## config.mk

```make
export PLATFORM = sky130hd
export DESIGN_NAME = morse_sym_encoder
export DESIGN_NICKNAME = d
export VERILOG_FILES = /design/src/rtl/morse_enc_pkg.sv /design/src/rtl/morse_req_arb.sv /design/src/rtl/morse_unit_timer.sv /design/src/rtl/morse_enc_fsm.sv /design/src/rtl/morse_sym_encoder.sv
export SDC_FILE = /design/constraint.sdc
export NUM_CORES = 1
export LEC_CHECK = 0
export ABC_AREA = 1
export CAP_MARGIN = 20
export CELL_PAD_IN_SITES_DETAIL_PLACEMENT = 1
export CELL_PAD_IN_SITES_GLOBAL_PLACEMENT = 1
export CORE_MARGIN = 4
export CORE_UTILIZATION = 30
export CTS_BUF_LIST = sky130_fd_sc_hd__clkbuf_16
export DETAILED_ROUTE_END_ITERATION = 16
export PLACE_DENSITY = 0.68
export SYNTH_ARGS = -nofsm -noshare
export SYNTH_HDL_FRONTEND = slang
export SYNTH_SLANG_ARGS = --single-unit
```

## constraint.sdc

```tcl
create_clock -name clk -period 1.2 [get_ports clk]
set_input_delay 0.18 -clock clk [delete_from_list [all_inputs] [get_ports clk]]
set_output_delay 0.18 -clock clk [all_outputs]
set_load 0.005 [all_outputs]
```

## src/rtl/morse_enc_pkg.sv

```systemverilog
package morse_enc_pkg;

  typedef enum logic [2:0] {
    SYM_QUIET = 3'b000,
    SYM_DOT   = 3'b001,
    SYM_DASH  = 3'b010,
    SYM_CGAP  = 3'b011,
    SYM_WGAP  = 3'b100
  } sym_t;

  typedef enum logic [2:0] {
    ST_IDLE,
    ST_DOT,
    ST_DASH,
    ST_MGAP,
    ST_CGAP,
    ST_WGAP
  } enc_state_t;

  // request vector bit positions; a higher index wins arbitration
  localparam int REQ_DOT  = 0;
  localparam int REQ_DASH = 1;
  localparam int REQ_CGAP = 2;
  localparam int REQ_WGAP = 3;
  localparam int REQ_N    = 4;

endpackage

```

## src/rtl/morse_req_arb.sv

```systemverilog
module morse_req_arb
  import morse_enc_pkg::*;
(
  input  logic [REQ_N-1:0] req_i,
  output logic [REQ_N-1:0] grant_o
);

  always_comb begin
    grant_o = '0;
    for (int i = 0; i < REQ_N; i++) begin
      if (req_i[i]) begin
        grant_o    = '0;
        grant_o[i] = 1'b1;
      end
    end
  end

endmodule

```

## src/rtl/morse_unit_timer.sv

```systemverilog
module morse_unit_timer #(
  parameter int CNT_W = 5
) (
  input  logic             clk,
  input  logic             rst_n,
  input  logic             load_i,
  input  logic [CNT_W-1:0] load_val_i,
  output logic             zero_o
);

  logic [CNT_W-1:0] cnt_q;

  always_ff @(posedge clk) begin
    if (!rst_n)               cnt_q <= '0;
    else if (load_i)          cnt_q <= load_val_i;
    else if (cnt_q != '0)     cnt_q <= cnt_q - 1'b1;
  end

  assign zero_o = (cnt_q == '0);

endmodule

```

## src/rtl/morse_enc_fsm.sv

```systemverilog
module morse_enc_fsm
  import morse_enc_pkg::*;
#(
  parameter int UNIT_CLKS  = 4,
  parameter int DOT_UNITS  = 1,
  parameter int DASH_UNITS = 3,
  parameter int CGAP_UNITS = 3,
  parameter int WGAP_UNITS = 7,
  parameter int MGAP_UNITS = 1,
  parameter int CNT_W      = 5
) (
  input  logic             clk,
  input  logic             rst_n,
  input  logic [REQ_N-1:0] req_i,
  input  logic [REQ_N-1:0] grant_i,
  input  logic             tmr_zero_i,
  output logic             tmr_load_o,
  output logic [CNT_W-1:0] tmr_val_o,
  output logic [2:0]       sym_o,
  output logic             busy_o
);

  localparam logic [CNT_W-1:0] DOT_LEN  = CNT_W'(DOT_UNITS  * UNIT_CLKS - 1);
  localparam logic [CNT_W-1:0] DASH_LEN = CNT_W'(DASH_UNITS * UNIT_CLKS - 1);
  localparam logic [CNT_W-1:0] CGAP_LEN = CNT_W'(CGAP_UNITS * UNIT_CLKS - 1);
  localparam logic [CNT_W-1:0] WGAP_LEN = CNT_W'(WGAP_UNITS * UNIT_CLKS - 1);
  localparam logic [CNT_W-1:0] MGAP_LEN = CNT_W'(MGAP_UNITS * UNIT_CLKS - 1);

  enc_state_t state_q, state_d;
  sym_t       sym_q, sym_d;
  logic       accept;
  logic       mark_done;

  assign accept    = (state_q == ST_IDLE) && (|req_i);
  assign mark_done = tmr_zero_i && (state_q == ST_DOT || state_q == ST_DASH);

  always_comb begin
    state_d    = state_q;
    sym_d      = sym_q;
    tmr_load_o = 1'b0;
    tmr_val_o  = '0;
    if (accept) begin
      tmr_load_o = 1'b1;
      if (grant_i[REQ_WGAP]) begin
        state_d = ST_WGAP; sym_d = SYM_WGAP; tmr_val_o = WGAP_LEN;
      end else if (grant_i[REQ_CGAP]) begin
        state_d = ST_CGAP; sym_d = SYM_CGAP; tmr_val_o = CGAP_LEN;
      end else if (grant_i[REQ_DASH]) begin
        state_d = ST_DASH; sym_d = SYM_DASH; tmr_val_o = DASH_LEN;
      end else begin
        state_d = ST_DOT;  sym_d = SYM_DOT;  tmr_val_o = DOT_LEN;
      end
    end else if (mark_done) begin
      tmr_load_o = 1'b1;
      tmr_val_o  = MGAP_LEN;
      state_d    = ST_MGAP;
      sym_d      = SYM_QUIET;
    end else if (tmr_zero_i && state_q != ST_IDLE) begin
      state_d = ST_IDLE;
      sym_d   = SYM_QUIET;
    end
  end

  always_ff @(posedge clk) begin
    if (!rst_n) begin
      state_q <= ST_IDLE;
      sym_q   <= SYM_QUIET;
    end else begin
      state_q <= state_d;
      sym_q   <= sym_d;
    end
  end

  assign sym_o  = sym_q;
  assign busy_o = (state_q != ST_IDLE);

  AST_LEGAL_CODE: assert property (@(posedge clk) disable iff (!rst_n)
    sym_o <= 3'b100);
  AST_TAKE_REQ: assert property (@(posedge clk) disable iff (!rst_n)
    (!busy_o && |req_i) |=> busy_o && sym_o != 3'b000);
  AST_WORD_FIRST: assert property (@(posedge clk) disable iff (!rst_n)
    (!busy_o && req_i[REQ_WGAP]) |=> sym_o == 3'b100);
  AST_SINGLE_GRANT: assert property (@(posedge clk) disable iff (!rst_n)
    $onehot0(grant_i));
  AST_MARK_QUIET: assert property (@(posedge clk) disable iff (!rst_n)
    ((sym_o == 3'b001 || sym_o == 3'b010) && tmr_zero_i) |=> busy_o && sym_o == 3'b000);
  AST_CGAP_RELEASE: assert property (@(posedge clk) disable iff (!rst_n)
    (sym_o == 3'b011 && tmr_zero_i) |=> !busy_o);
  AST_BUSY_HOLD: assert property (@(posedge clk) disable iff (!rst_n)
    (busy_o && !tmr_zero_i) |=> $stable(sym_o) && busy_o);
  AST_IDLE_QUIET: assert property (@(posedge clk) disable iff (!rst_n)
    (!busy_o && req_i == '0) |=> !busy_o && sym_o == 3'b000);

endmodule

```

## src/rtl/morse_sym_encoder.sv

```systemverilog
module morse_sym_encoder
  import morse_enc_pkg::*;
#(
  parameter int UNIT_CLKS  = 4,
  parameter int DOT_UNITS  = 1,
  parameter int DASH_UNITS = 3,
  parameter int CGAP_UNITS = 3,
  parameter int WGAP_UNITS = 7,
  parameter int MGAP_UNITS = 1
) (
  input  logic       clk,
  input  logic       rst_n,
  input  logic       dot_req,
  input  logic       dash_req,
  input  logic       cgap_req,
  input  logic       wgap_req,
  output logic [2:0] sym_o,
  output logic       busy_o
);

  localparam int MAX_U01 = (DOT_UNITS > DASH_UNITS) ? DOT_UNITS : DASH_UNITS;
  localparam int MAX_U23 = (CGAP_UNITS > WGAP_UNITS) ? CGAP_UNITS : WGAP_UNITS;
  localparam int MAX_U02 = (MAX_U01 > MAX_U23) ? MAX_U01 : MAX_U23;
  localparam int MAX_U   = (MAX_U02 > MGAP_UNITS) ? MAX_U02 : MGAP_UNITS;
  localparam int MAX_LEN = MAX_U * UNIT_CLKS;
  localparam int CNT_W   = (MAX_LEN > 1) ? $clog2(MAX_LEN) : 1;

  logic [REQ_N-1:0] req_vec;
  logic [REQ_N-1:0] grant;
  logic             tmr_load;
  logic [CNT_W-1:0] tmr_val;
  logic             tmr_zero;

  assign req_vec = {wgap_req, cgap_req, dash_req, dot_req};

  morse_req_arb u_arb (
    .req_i   (req_vec),
    .grant_o (grant)
  );

  morse_unit_timer #(.CNT_W(CNT_W)) u_tmr (
    .clk        (clk),
    .rst_n      (rst_n),
    .load_i     (tmr_load),
    .load_val_i (tmr_val),
    .zero_o     (tmr_zero)
  );

  morse_enc_fsm #(
    .UNIT_CLKS  (UNIT_CLKS),
    .DOT_UNITS  (DOT_UNITS),
    .DASH_UNITS (DASH_UNITS),
    .CGAP_UNITS (CGAP_UNITS),
    .WGAP_UNITS (WGAP_UNITS),
    .MGAP_UNITS (MGAP_UNITS),
    .CNT_W      (CNT_W)
  ) u_fsm (
    .clk        (clk),
    .rst_n      (rst_n),
    .req_i      (req_vec),
    .grant_i    (grant),
    .tmr_zero_i (tmr_zero),
    .tmr_load_o (tmr_load),
    .tmr_val_o  (tmr_val),
    .sym_o      (sym_o),
    .busy_o     (busy_o)
  );

endmodule

```

Yosys cells after proc, flatten, opt, wreduce, memory -nomap -nowiden
Index checks and enable logic that the tools add are counted.

cells by class
  $add $sub $neg = 1
  eq/ne operators = 2
  multiplexer cells = 23
  reduce and logical (&&, ||, !) cells = 11

operator list
  kind                                              count
  2-to-1 mux 3 bit                                  10
  2-to-1 mux 5 bit                                  5
  2-to-1 mux 4 bit                                  2
  2-to-1 mux 2 bit                                  3
  nonzero test 3 bit                                2
  zero test 5 bit                                   1
  nonzero test 5 bit                                1
  subtractor 5 x 1 -> 5 bit, second input constant  1
  OR reduction 4 bit                                1
  == test 3 x 1 -> 1 bit, second input constant     1
  == test 3 x 2 -> 1 bit, second input constant     1
  logical AND 1 bit                                 3
  zero test 3 bit                                   1
  2-to-1 mux 1 bit                                  3
  nonzero test 2 bit                                1
  logical OR 1 bit                                  1

storage, ports and cells
  register bits = 11
  bits of input ports = 6
  output and inout port bits = 4
  logic and storage cells = 40

Logic depth before layout (Yosys ltp)
  word-level depth = 9
  depth in mapped cells = 8
  gate-level depth less buffers = 8

Modules after synthesis
Synthesis repeated with hierarchy kept, for this count alone.

second synthesis, totals
  cell total of the unflattened synthesis = 108
  area, all modules = 730.7 um2

by module, submodules not included
  module            times used  cells each  area an instance (um2)  sequential area each (um2)
  morse_enc_fsm     1           57          400.4                   120.1
  morse_unit_timer  1           42          292.8                   100.1
  morse_req_arb     1           9           37.5                    0.0

Least setup slack after synthesis
No wires, ideal clock.

  kind = register to register
  from = reg u_tmr.cnt_q[0]
  to = reg u_fsm.state_q[0]
  library setup time = 0.113 ns
  arrival time = 1.116 ns
  data required time = 1.087 ns
  slack = -0.029 ns
  stages on the path, launching flop included = 9
  buffers on the path = 0
  clock period less this slack = 1.229 ns
  cell sequence = dfxtp_1 -> inv_1 -> ha_1 -> nand3_2 -> inv_2 -> nand2_1 -> nand2_1 -> nor2_1 -> nor2_1

on the way
  cells in the longest elaborated chain, start to end = 4
  elaborated cells on any way between the ends = 6
  classes of those cells = mux: 2; reduce/logical: 4

ends and longest elaborated chain
  element                 RTL line                source
  start, declared         morse_unit_timer.sv:11  logic [CNT_W-1:0] cnt_q;
  start signal, assigned  morse_unit_timer.sv:15  else if (load_i) cnt_q <= load_val_i;
  start signal, assigned  morse_unit_timer.sv:16  else if (cnt_q != '0) cnt_q <= cnt_q - 1'b1;
  zero test 5 bit (*)     morse_unit_timer.sv:19  assign zero_o = (cnt_q == '0);
  logical AND 1 bit       morse_enc_fsm.sv:35     assign mark_done = tmr_zero_i && (state_q == ST_DOT || state_q == ST_DASH);
  2-to-1 mux 3 bit        morse_enc_fsm.sv:53     end else if (mark_done) begin
  2-to-1 mux 3 bit        morse_enc_fsm.sv:42     if (accept) begin
  end signal, assigned    morse_enc_fsm.sv:69     state_q <= state_d;
  end, declared           morse_enc_fsm.sv:29     enc_state_t state_q, state_d;

Every way passes the cells marked *; elsewhere a longest branch is shown, timed or not.
A chain may end at the register's enable or synchronous reset.

Final worst setup path
Ends and elaborated chain as after synthesis.

==> metrics <==
CP Cell Sequence=inv_2 > ha_4 > nand3_4 > buf_6 > nor2_4 > nor2_2 > nor2_1 > nor2_1; post-route clock period utilization=105%; Post-Syn Instances=98; DR WL/cell=14.6 µm; global-route wire length before repair=3440 µm; Seq cells post-synth=11; Syn Area/Cell=6.60 µm²; GRT overflow=0; RePlAce Congestion=0.771; CP Data Required Time=1330 ps; Clock Skew=5.88 ps; top cells by area, synth=dfxtp_1 (34%), nand2_1 (13%), nor2_1 (9.3%); Clock power frac=17.3%; Final Max Tran Viols=0; CTS clk-pin slew, worst paths=50 ps; Overall Power=3.60 mW; P&R area growth vs syn=74.5%; status=finished, violations left; H-Tree Depth=1; Hold Crit Class=primary input to register; internal power=2.08 mW; Crit-path slowest cell=dfxtp_2; drt drc=0; worst stage delay on the critical path=320 ps; Comb pwr share=65.5%; worst-case register-to-register setup slack=-60 ps; gr usage total=16.5%; HPWL Detailed=1480 µm; Core Box Area=2000 µm²; Top Ports=10; area leader, netlist=dfxtp_1; Final setup viols=2; initial DRC count=3; Clk Latency, worst-skew pair=240 ps; Initial DRT Pass Iterations=4; RSZ-0062 raised after global routing=true; total clock sinks=11; Via-to-Cell Ratio=4.75; Routed WL=2370 µm; CTS tree=built; Placed Instance Area=892 µm²; f_max=0.796 GHz; die area=2960 µm²; fin area=1130 µm²; crit path kind=register to register; Slew @ Worst Pin=316 ps; CP endpoint kind=register; synth unique cells=20; routed via count=774; Util after Layout=56.4%; relative slew slack=78.7%; DIE WIDTH=54.4 µm; Synthesized Nets=105; Clock Tree Buf Depth=2; ANT nets after route=0; Reg power frac=17.2%; switch share=42.2%; fill count=257; minimum clock period=1260 ps; Most common cell on crit path=nor2_1; ratio of cells with drive above 1 in the final layout=42.6%; post-synthesis cell area=647 µm²; Std-Cell Rows=16; initial antenna violation count=0; Initial Util=32.3%; startpoint types=register; maximum vdd ir drop=1.33 mV; Final nets=144; Yosys warnings=0; switching pwr=1.52 mW; Power Density=3190 nW/µm²; endpoints failing hold=0; failing checks=setup timing; WHS=311 ps; diode count=0; vias in the first global route=779; IO buf count=9; Yosys top cell area share=34.0%; leakage=0.575 nW; largest net degree at the start of global routing=12; sequential cell area fraction in the yosys report=34.0%; crit-path max FO=3; Die H=54.4 µm; Root Driver=clkbuf_16; Critical Path AT=1390 ps; max-cap viol count=0; CTS buffer count=3; final setup margin=-56.3 ps
## synthesized netlist by cell type (all sizes together)
library cell / n
a21oi: 7
buf: 1
clkinv: 1
dfxtp: 11
ha: 1
inv: 14
nand2: 26
nand3: 12
nand4: 2
nor2: 18
o21ai: 3
or2: 1
xor2: 1
## metrics by stage
stage	TNS, ps	worst slack (ps)	instances
after detailed placement	-1880	-215	150
after floorplan	0	6.68	98
after global placement	-1340	-156	150
after CTS	-44.6	-44.6	155
after global routing	-466	-114	163
final	-63.2	-56.3	163
## kinds of logic (layout without fill, tap and decap cells)
group	count (synthesis)	count (layout)	share of synthesized area, %
fa+ha+maj	1	1	1.93
buf+inv	16	54	10.8
flops	11	11	34.0
compound gates	10	10	8.32
simple gates	59	59	43.5
xor+xnor	1	1	1.35
## registers in the layout (all words and copies together), names as in the netlist
name	count
u_fsm.state_q	3
u_tmr.cnt_q	5
u_fsm.sym_o	3
## worst max-delay path: cells and delay by family (launching register included)
kind / cells / cell delay, ps
buffers and inverters: 2 / 220
flip-flops: 1 / 320
AND/OR/NAND/NOR: 5 / 440
adder cells (fa/ha/maj): 1 / 160
## power groups by stage
stage          clock network (mW)  registers [mW]  logic [mW]
5_1_grt                     0.651           0.635        2.59
4_1_cts                     0.627           0.620        1.84
2_1_floorplan                   0           0.601        1.04
3_5_place_dp                    0           0.605        1.68
3_3_place_gp                    0           0.596        1.62
6_report                    0.623           0.619        2.35
## layout by cell type, fill, tap and decap left out
master,Yosys,final
dfxtp_1,11,7
buf_4,0,24
dlymetal6s2s_1,0,2
a21oi_2,1,1
inv_1,12,11
xor2_1,1,1
nor2_4,1,2
o21ai_0,3,3
dfxtp_4,0,1
nand2_4,3,5
a21oi_1,6,6
buf_12,0,1
nand2_2,0,2
ha_4,0,1
inv_2,1,2
nand3_2,1,3
inv_4,1,1
nand2_1,23,19
nor2_1,16,12
clkbuf_16,0,3
inv_6,0,1
dfxtp_2,0,3
dlygate4sd2_1,0,3
nand3_1,11,8
clkdlybuf4s50_1,0,3
nor2_2,1,4
clkinv_1,1,1
or2_2,1,1
nand3_4,0,1
buf_6,1,1
nand4_1,2,2
clkbuf_2,0,1
## metal layers
metal	vias up	GRT usage [%]	wire (µm)
li1	387	-	-
met1	367	18.2	1010
met2	14	29.9	1260
met3	6	2.45	60
met4	0	8.71	44
met5	-	0	0
## layout make-up
cell class | instances | area [µm²] | share of cell area (%)
inverters | 15 | 63.8 | 5.65
clock inverters | 1 | 3.75 | 0.333
flip-flops and latches | 11 | 228 | 20.2
well taps | 27 | 33.8 | 2.99
repair buffers | 35 | 298 | 26.4
clock buffers | 3 | 75.1 | 6.65
multi-input cells | 71 | 427 | 37.8
## final timing paths
check / from / endpoint / cells past startpoint
worst max-delay path: u_tmr.cnt_q[0] / u_fsm.state_q[0] / 8
worst min-delay path: wgap_req / u_tmr.cnt_q[4] / 3
worst max register to register: u_tmr.cnt_q[0] / u_fsm.state_q[0] / 8
worst min register to register: u_fsm.sym_o[0] / u_fsm.sym_o[0] / 2
## repair_timing
action	CTS	global route
buffers inserted	1	8
resized for setup	18	15
hold buffers	0	0
setup endpoints to repair	14	9
pin swaps	1	13
Power figures use the tool's default switching activity.
